==> src/rtl/dwatch_pkg.sv <==
package dwatch_pkg;

    localparam int CTRL_W    = 16;
    localparam int RANGE_LSB = 10;
    localparam int RANGE_W   = 6;

    // control bit positions
    localparam int CB_PRO    = 0;
    localparam int CB_PNH    = 1;
    localparam int CB_HYP    = 2;
    localparam int CB_WT     = 3;
    localparam int CB_WTI    = 4;
    localparam int CB_DR     = 5;
    localparam int CB_DW     = 6;
    localparam int CB_HRAMMC = 7;

    localparam logic [31:0] STAT_WATCH = 32'h0040_0000;
    localparam logic [31:0] STAT_STORE = 32'h0200_0000;
    localparam logic [11:0] DSI_VECTOR = 12'h300;

    typedef enum logic [1:0] {
        ACC_CACHE = 2'b00,
        ACC_TOUCH = 2'b01,
        ACC_SYNC  = 2'b10,
        ACC_FLUSH = 2'b11
    } acc_class_e;

    // qualifier fields taken out of a control register
    typedef struct packed {
        logic pro_en;
        logic hyp_en;
        logic xlat_any;
        logic xlat_val;
        logic rd_en;
        logic wr_en;
        logic top_strip;
    } wp_mode_t;

    function automatic wp_mode_t mode_of(input logic [CTRL_W-1:0] c);
        wp_mode_t m;
        m.pro_en    = c[CB_PRO];
        m.hyp_en    = c[CB_HYP];
        m.xlat_any  = c[CB_WT];
        m.xlat_val  = c[CB_WTI];
        m.rd_en     = c[CB_DR];
        m.wr_en     = c[CB_DW];
        m.top_strip = c[CB_HRAMMC];
        return m;
    endfunction

    function automatic logic mode_ok(input wp_mode_t m, input logic virt,
                                     input logic priv, input logic store);
        logic priv_ok;
        logic xlat_ok;
        logic dir_ok;
        priv_ok = priv ? m.hyp_en : m.pro_en;
        xlat_ok = m.xlat_any | (virt == m.xlat_val);
        dir_ok  = store ? m.wr_en : m.rd_en;
        return priv_ok & xlat_ok & dir_ok;
    endfunction

endpackage

==> src/rtl/dwatch_regs.sv <==
module dwatch_regs
    import dwatch_pkg::*;
#(
    parameter int AW     = 64,
    parameter int NUM_WP = 2,
    parameter int SELW   = $clog2(NUM_WP) + 1
) (
    input  logic            clk,
    input  logic            rst,
    input  logic            wr,
    input  logic [SELW-1:0] sel,
    input  logic [AW-1:0]   wdata,
    output logic [AW-1:0]   rdata,
    output logic [AW-1:3]   base [NUM_WP],
    output logic [AW-1:3]   lim  [NUM_WP],
    output wp_mode_t        mode [NUM_WP],
    output logic            pending
);
    localparam int IDXW = SELW - 1;
    localparam int DWW  = AW - 3;

    logic [CTRL_W-1:0] ctrl_q [NUM_WP];
    logic [IDXW-1:0]   idx;
    logic              is_ctrl;

    assign idx     = sel[IDXW-1:0];
    assign is_ctrl = sel[SELW-1];

    generate
        for (genvar i = 0; i < NUM_WP; i++) begin : g_wp
            always_ff @(posedge clk) begin
                if (rst) begin
                    base[i]   <= '0;
                    ctrl_q[i] <= '0;
                    lim[i]    <= '0;
                end else begin
                    if (wr && (idx == IDXW'(i))) begin
                        if (is_ctrl)
                            ctrl_q[i] <= wdata[CTRL_W-1:0];
                        else
                            base[i] <= wdata[AW-1:3];
                    end
                    if (pending)
                        lim[i] <= base[i] + DWW'(ctrl_q[i][RANGE_LSB +: RANGE_W]);
                end
            end
            assign mode[i] = mode_of(ctrl_q[i]);
        end
    endgenerate

    always_ff @(posedge clk) begin
        if (rst)
            pending <= 1'b0;
        else
            pending <= wr;
    end

    always_comb begin
        if (is_ctrl)
            rdata = AW'(ctrl_q[idx]);
        else
            rdata = {base[idx], 3'b000};
    end

endmodule

==> src/rtl/dwatch_cmp.sv <==
module dwatch_cmp
    import dwatch_pkg::*;
#(
    parameter int AW = 64
) (
    input  logic [AW-1:3] base,
    input  logic [AW-1:3] lim,
    input  wp_mode_t      mode,
    input  logic [AW-1:3] addr,
    input  logic          store,
    input  logic          virt,
    input  logic          priv,
    output logic          match
);
    localparam int DWW = AW - 3;

    logic [AW-1:3] a_eff;
    logic [DWW:0]  lo_diff;
    logic [DWW:0]  hi_diff;
    logic          in_window;

    always_comb begin
        a_eff = addr;
        if (priv && mode.top_strip)
            a_eff[AW-1] = 1'b0;
        lo_diff   = {1'b0, a_eff} - {1'b0, base};
        hi_diff   = {1'b0, lim} - {1'b0, a_eff};
        in_window = !lo_diff[DWW] && !hi_diff[DWW];
        match     = in_window && mode_ok(mode, virt, priv, store);
    end

endmodule

==> src/rtl/dwatch_unit.sv <==
module dwatch_unit
    import dwatch_pkg::*;
#(
    parameter int AW     = 64,
    parameter int NUM_WP = 2,
    localparam int SELW  = $clog2(NUM_WP) + 1
) (
    input  logic            clk,
    input  logic            rst,
    input  logic            reg_wr,
    input  logic [SELW-1:0] reg_sel,
    input  logic [AW-1:0]   reg_wdata,
    output logic [AW-1:0]   reg_rdata,
    input  logic            req_valid,
    input  logic [AW-1:0]   req_addr,
    input  logic            req_store,
    input  logic            req_virt,
    input  logic            req_priv,
    input  logic [1:0]      req_class,
    output logic            hit,
    output logic [31:0]     hit_status,
    output logic [11:0]     hit_vector,
    output logic [AW-1:0]   hit_addr
);
    logic [AW-1:3] base [NUM_WP];
    logic [AW-1:3] lim  [NUM_WP];
    wp_mode_t      mode [NUM_WP];
    logic          pending;
    logic [NUM_WP-1:0] wp_match;
    logic          eligible;
    logic          hit_d;
    acc_class_e    cls;

    dwatch_regs #(.AW(AW), .NUM_WP(NUM_WP), .SELW(SELW)) u_regs (
        .clk     (clk),
        .rst     (rst),
        .wr      (reg_wr),
        .sel     (reg_sel),
        .wdata   (reg_wdata),
        .rdata   (reg_rdata),
        .base    (base),
        .lim     (lim),
        .mode    (mode),
        .pending (pending)
    );

    generate
        for (genvar i = 0; i < NUM_WP; i++) begin : g_cmp
            dwatch_cmp #(.AW(AW)) u_cmp (
                .base  (base[i]),
                .lim   (lim[i]),
                .mode  (mode[i]),
                .addr  (req_addr[AW-1:3]),
                .store (req_store),
                .virt  (req_virt),
                .priv  (req_priv),
                .match (wp_match[i])
            );
        end
    endgenerate

    assign cls      = acc_class_e'(req_class);
    assign eligible = req_valid && (cls == ACC_CACHE) && !pending;
    assign hit_d    = eligible && (|wp_match);

    always_ff @(posedge clk) begin
        if (rst) begin
            hit        <= 1'b0;
            hit_status <= '0;
            hit_vector <= '0;
            hit_addr   <= '0;
        end else begin
            hit <= hit_d;
            if (hit_d) begin
                hit_status <= STAT_WATCH | (req_store ? STAT_STORE : 32'h0);
                hit_vector <= DSI_VECTOR;
                hit_addr   <= req_addr;
            end else begin
                hit_status <= '0;
                hit_vector <= '0;
            end
        end
    end

endmodule

==> config.mk <==
export PLATFORM = sky130hd
export DESIGN_NAME = dwatch_unit
export DESIGN_NICKNAME = d
export VERILOG_FILES = /design/src/rtl/dwatch_pkg.sv /design/src/rtl/dwatch_regs.sv /design/src/rtl/dwatch_cmp.sv /design/src/rtl/dwatch_unit.sv
export SDC_FILE = /design/constraint.sdc
export NUM_CORES = 1
export LEC_CHECK = 0
export BUFFER_PORTS_ARGS = -buffer_cell sky130_fd_sc_hd__buf_4
export CORE_MARGIN = 2
export CORE_UTILIZATION = 26
export CTS_CLUSTER_SIZE = 40
export DETAILED_ROUTE_END_ITERATION = 6
export SYNTH_ARGS = -nofsm -noshare
export SYNTH_HDL_FRONTEND = slang
export SYNTH_SLANG_ARGS = --single-unit
==> constraint.sdc <==
create_clock -name clk -period 3.4 [get_ports clk]
set_input_delay 0 -clock clk [delete_from_list [all_inputs] [get_ports clk]]
set_output_delay 0 -clock clk [all_outputs]
set_load 0.01 [all_outputs]
# Word-level counts from Yosys, hierarchy flattened
# Memory sizes are Yosys's and may differ from the RTL's.
# Cells that the tools add are included.
# totals
mem_count	1
output_inout_bits	173
ff_bits	348
ramBits	32
in_bits	139
# memory_table
memory	depth	width	read_ports	rd_clocked_by_memory_dff	write_ports	line	source
u_regs.ctrl_q	2	16	3	0	2	dwatch_regs.sv:22	logic [CTRL_W-1:0] ctrl_q [NUM_WP];
# classes
addsub	6
reduce_logical	21
order_cmp	1
bitwise	12
n_mux	24
n_eq_ne	2
# ops
op	count
$sub A61 B61 Y62	4
$mux W61	3
$add A61 B6 Y61	2
$mux W64	1
$mux W16	2
$mux W26	1
$mux W23	1
$mux W1	15
$logic_and A1 B1 Y1	11
$mux W10	1
$logic_not A1 Y1	5
$and A1 B1 Y1	4
$or A1 B1 Y1	4
$reduce_and A2 Y1	2
$reduce_or A2 Y1	2
$not A1 Y1	3
$eq A1 B1 Y1	2
$ge A2 B2 Y1 const B	1
$logic_not A2 Y1	1
$not A1 Y2	1

# Logic depth before layout (Yosys ltp)
# An unclocked memory read counts as a cell.
# logic_depth
ltp_word	11
mapped_depth	14
ltp_nobuf	12

# Hierarchy
# From an unflattened synthesis, not the netlist that was laid out.
# hier_totals
cells_unflattened	2872
hier_area_um2	23314.9
# modules_own_cells
mod	cells_each	n_inst	area_per_inst_um2	seq_area_each_um2
dwatch_regs	1690	1	13952.1	5865.6
dwatch_cmp	427	2	3030.4	0.0
dwatch_unit	328	1	3301.9	1321.3

# Worst setup path before layout
# No wires, ideal clock.
# synth_path
kind	reg-to-reg
from	register u_regs.base[0] (netlist bit)
to	register u_regs.lim[60] (netlist bit)
stages_incl_launch_ff	13
path_buffers	1
setup_time_ns	0.070
path_slack_ns	0.589
required_ns	3.330
arrival_time_ns	2.741
cell_sequence	dfxtp_1 -> ha_1 -> inv_1 -> fa_1 -> nor2b_1 -> o21ai_0 -> a21boi_0 -> o21ai_1 -> a211o_1 -> clkbuf_1 -> nor3_1 -> mux2_2 -> a21oi_1
# synth_between
elab_chain_cells	1
# synth_rtl
element	line	source
start, declared	dwatch_regs.sv:14	output logic [AW-1:3] base [NUM_WP],
start signal, assigned by index	dwatch_regs.sv:41	base[i] <= wdata[AW-1:3];
$add A61 B6 Y61	dwatch_regs.sv:44	lim[i] <= base[i] + DWW'(ctrl_q[i][RANGE_LSB +: RANGE_W]);
end signal, assigned by index	dwatch_regs.sv:44	
end, declared	dwatch_regs.sv:15	output logic [AW-1:3] lim [NUM_WP],
# Every way passes these cells.
# A chain may end at the register's enable or synchronous reset.

# Worst setup path after layout
# layout_path
from	register u_regs.base[92] (netlist bit)
to	register hit_status[25]
# layout_between
elab_chain_cells	8
# layout_rtl
element	line	source
$sub A61 B61 Y62	dwatch_cmp.sv:26	lo_diff = {1'b0, a_eff} - {1'b0, base};
$logic_not A1 Y1	dwatch_cmp.sv:28	in_window = !lo_diff[DWW] && !hi_diff[DWW];
$logic_and A1 B1 Y1	dwatch_cmp.sv:28	
$logic_and A1 B1 Y1	dwatch_cmp.sv:29	match = in_window && mode_ok(mode, virt, priv, store);
$reduce_or A2 Y1	dwatch_unit.sv:64	assign hit_d = eligible && (|wp_match);
$logic_and A1 B1 Y1	dwatch_unit.sv:64	
$not A1 Y1 (no source line)	n/a	
$reduce_or A2 Y1 (no source line)	n/a	
end signal, assigned	dwatch_unit.sv:75	hit_status <= STAT_WATCH | (req_store ? STAT_STORE : 32'h0);
end, declared	dwatch_unit.sv:21	output logic [31:0] hit_status,
# Every way passes these cells.

==> metrics.csv <==
metric,value,unit
syn_area,22300,um^2
critPathCaptureType,flop,
cts_buffers,44,
synth_area_leaders,"dfxtp_1 (28%), ha_1 (14%), nand2_1 (6.1%), mux2i_1 (5.8%), a21oi_1 (5.1%)",
switching_share,27.9,%
maxCapViolCount,0,
hpwl,58400,um
diodes,0,
drt_iter0_drc,1566,
cts_max_level,2,
seq_area_frac_synth,32.2,%
synth_top_area_cell,dfxtp_1,
syn_area_per_cell,8.25,um^2
totalWireLength,77600,um
dr_total_vias,20135,
crit_path_start,u_regs.base[92],
rr_worst_depth,12,
synthFlopType,dfxtp_1,
dr.pass1.iters,5,
setup_viol,0,
worstSetupPathType,flop to flop,
gr-total-overflow,0,
fin_crit,3.20,ns
period_share,94.2,%
clockBufferDepth,3,
wl_per_cell,18.2,um
layout_common_cells,"nand2_1 (361), buf_4 (341), dfxtp_1 (310)",
synthArstFlopShare,0,%
synth_cell_type_count,69,
multi_input_area,13700,um^2
p_int,0.00790,W
crit_arrival,3.70,ns
p_total,0.0110,W
grt_use_total,17.1,%
p_sw,0.00305,W
io_pins,312,
nets,3484,
power.density,383,nW/um^2
status,"finished, final reports clean",
layout_commonest_cell,nand2_1,
final-hold-violation-count,0,
start_util,26.2,%
antenna_left,0,
gp_congestion,0.884,
synth_edf_count,32,
clock-sinks,343,
critical_path.startpoint_type,flop,
timing.rr.start,u_regs.base[92],
clk_pin_slew,0.06,ns
yosys_warnings,0,
die_h,297,um
synth_seq_cells,343,
fin_tns_setup,0,ns
max_freq,312,MHz
clk_latency,0.59,ns
core_area,85100,um^2
rr_endpoint,hit_status[25],
rrSetupSlack,0.20,ns
num_rows,107,
power.leakage,12.0,nW
routed_via_density,4.72,
p_seq_share,40.0,%
grt_max_degree,165,
dieArea,88200,um^2
synth_top_area_share,27.9,%
min_path_type,input port to flop,
io_buffer_count,271,
rsz0062_at_grt,no,
min-delay-start,reg_sel[0],
area_delta_synth_final,28.2,%
seq_area,7190,um^2
worstSetupEndpoint,hit_status[25],
clock_skew,0.0165,ns
critical_path_required,3.89,ns
critPathMaxFanout,19,
p_comb_share,15.6,%
maxSlewViolCount,0,
grt_first_pass_wirelength,118000,um
ir_drop,0.396,mV
antenna_found_initial,0,
drc,0,
nFillCells,8985,
grt_pass1_vias,19327,
clockPowerShare,44.4,%
slew_headroom,37.1,%
cts_tree,yes,
worst_slew_pin_slew,0.936,ns
die_x,297,um
netlist_instances,2705,
drive_gt1_share,15.0,%
root_buffer,clkbuf_16,
## through the flow
step	hold WS (ns)	cell area [um^2]	setup slack, ns	instances	utilization, %
2_1_floorplan	0.136	22500	0.589	2744	-
3_3_place_gp	0.258	25700	0.158	4050	30.2
3_5_place_dp	0.265	25700	0.0869	4050	30.2
4_1_cts	0.123	28500	0.0643	4259	33.5
5_1_grt	0.165	28600	0.0000537	4263	33.6
6_report	0.143	28600	0.196	4263	33.6
## per-layer routing
layer,global-route usage (%),wire (um),vias to the layer above
met2,27.6,35400,532
li1,-,-,10135
met4,5.34,2060,0
met3,2.10,3810,98
met1,23.6,36400,9370
met5,0,0,-
## synth_stat cells (9+ instances only)
library cell and instances:
clkbuf_1 120, ha_1 252, nor4_1 55, edfxtp_1 32, nand4_1 54, xnor2_1 73
inv_1 200, o21ai_0 47, mux2i_1 129, nand2b_1 130, a211oi_1 85, or4_1 9
dfxtp_1 311, nor3_1 37, buf_2 9, buf_1 9, and2_1 34, nand3_1 55
nor2_1 211, mux4_2 13, and4_1 15, buf_4 44, a311oi_1 20, and3_1 23
nand2_1 361, a21o_1 36, nor2b_1 11, a21oi_1 226
## power groups by stage
stage | registers [W] | logic [W] | clock network, W
after detailed placement | 0.00447 | 0.00157 | 0
after CTS | 0.00438 | 0.00171 | 0.00500
final | 0.00438 | 0.00171 | 0.00486
after global placement | 0.00447 | 0.00155 | 0
after floorplan | 0.00442 | 0.00101 | 0
after global routing | 0.00440 | 0.00191 | 0.00514
## registers in the layout, summed over array words and instances (netlist names)
name	flops
u_regs.lim	122
hit_addr	64
hit_vector	1
hit_status	1
u_regs.pending	1
u_regs.ctrl_q	32
u_regs.base	122
## what timing repair did
action / CTS / global route
endpoints found under the hold margin: 237 / 0
buffers inserted: 0 / 3
hold buffers: 135 / 0
resized for setup: 0 / 12
endpoints found under the setup margin: 0 / 85
## worst min path at each step
stage	end	slack (ns)	cells after the start
3_3_place_gp	u_regs.base[56]	0.26	3
5_1_grt	u_regs.base[60]	0.17	4
4_1_cts	u_regs.base[4]	0.12	4
3_5_place_dp	u_regs.base[33]	0.27	3
6_report	u_regs.base[60]	0.14	4
2_1_floorplan	u_regs.base[111]	0.14	2
## cells by family after synthesis
kind of cell | Yosys count | share of synthesized area (%)
and+or+nand+nor | 1027 | 22.6
AOI/OAI and AO/OA | 476 | 13.4
buffers and inverters | 383 | 7.27
DFF | 343 | 32.2
adders and majority gates | 254 | 14.3
muxes | 146 | 7.30
xor gates and xnor gates | 75 | 2.94
other | 1 | 0.0168
## critical path, cell delays in order, from the launching register on
cell and delay (ns):
dfxtp_1 0.44, inv_1 0.09, ha_1 0.29, nand3_1 0.15
or3_1 0.38, or4_4 0.47, nor3_1 0.24, o31ai_1 0.12
a31oi_1 0.21, a22oi_2 0.10, buf_4 0.18, buf_6 0.20
nor3b_1 0.21
## final cells by class
class | instances | share of cell area, %
clock inverter | 17 | 0.844
tap | 1144 | 5.00
sequential | 343 | 25.1
clock buffer | 57 | 4.26
timing repair buffer | 484 | 14.2
inverter | 200 | 2.62
multi-input combinational | 2018 | 48.0
Note: power is estimated with default switching activity, not from simulation.
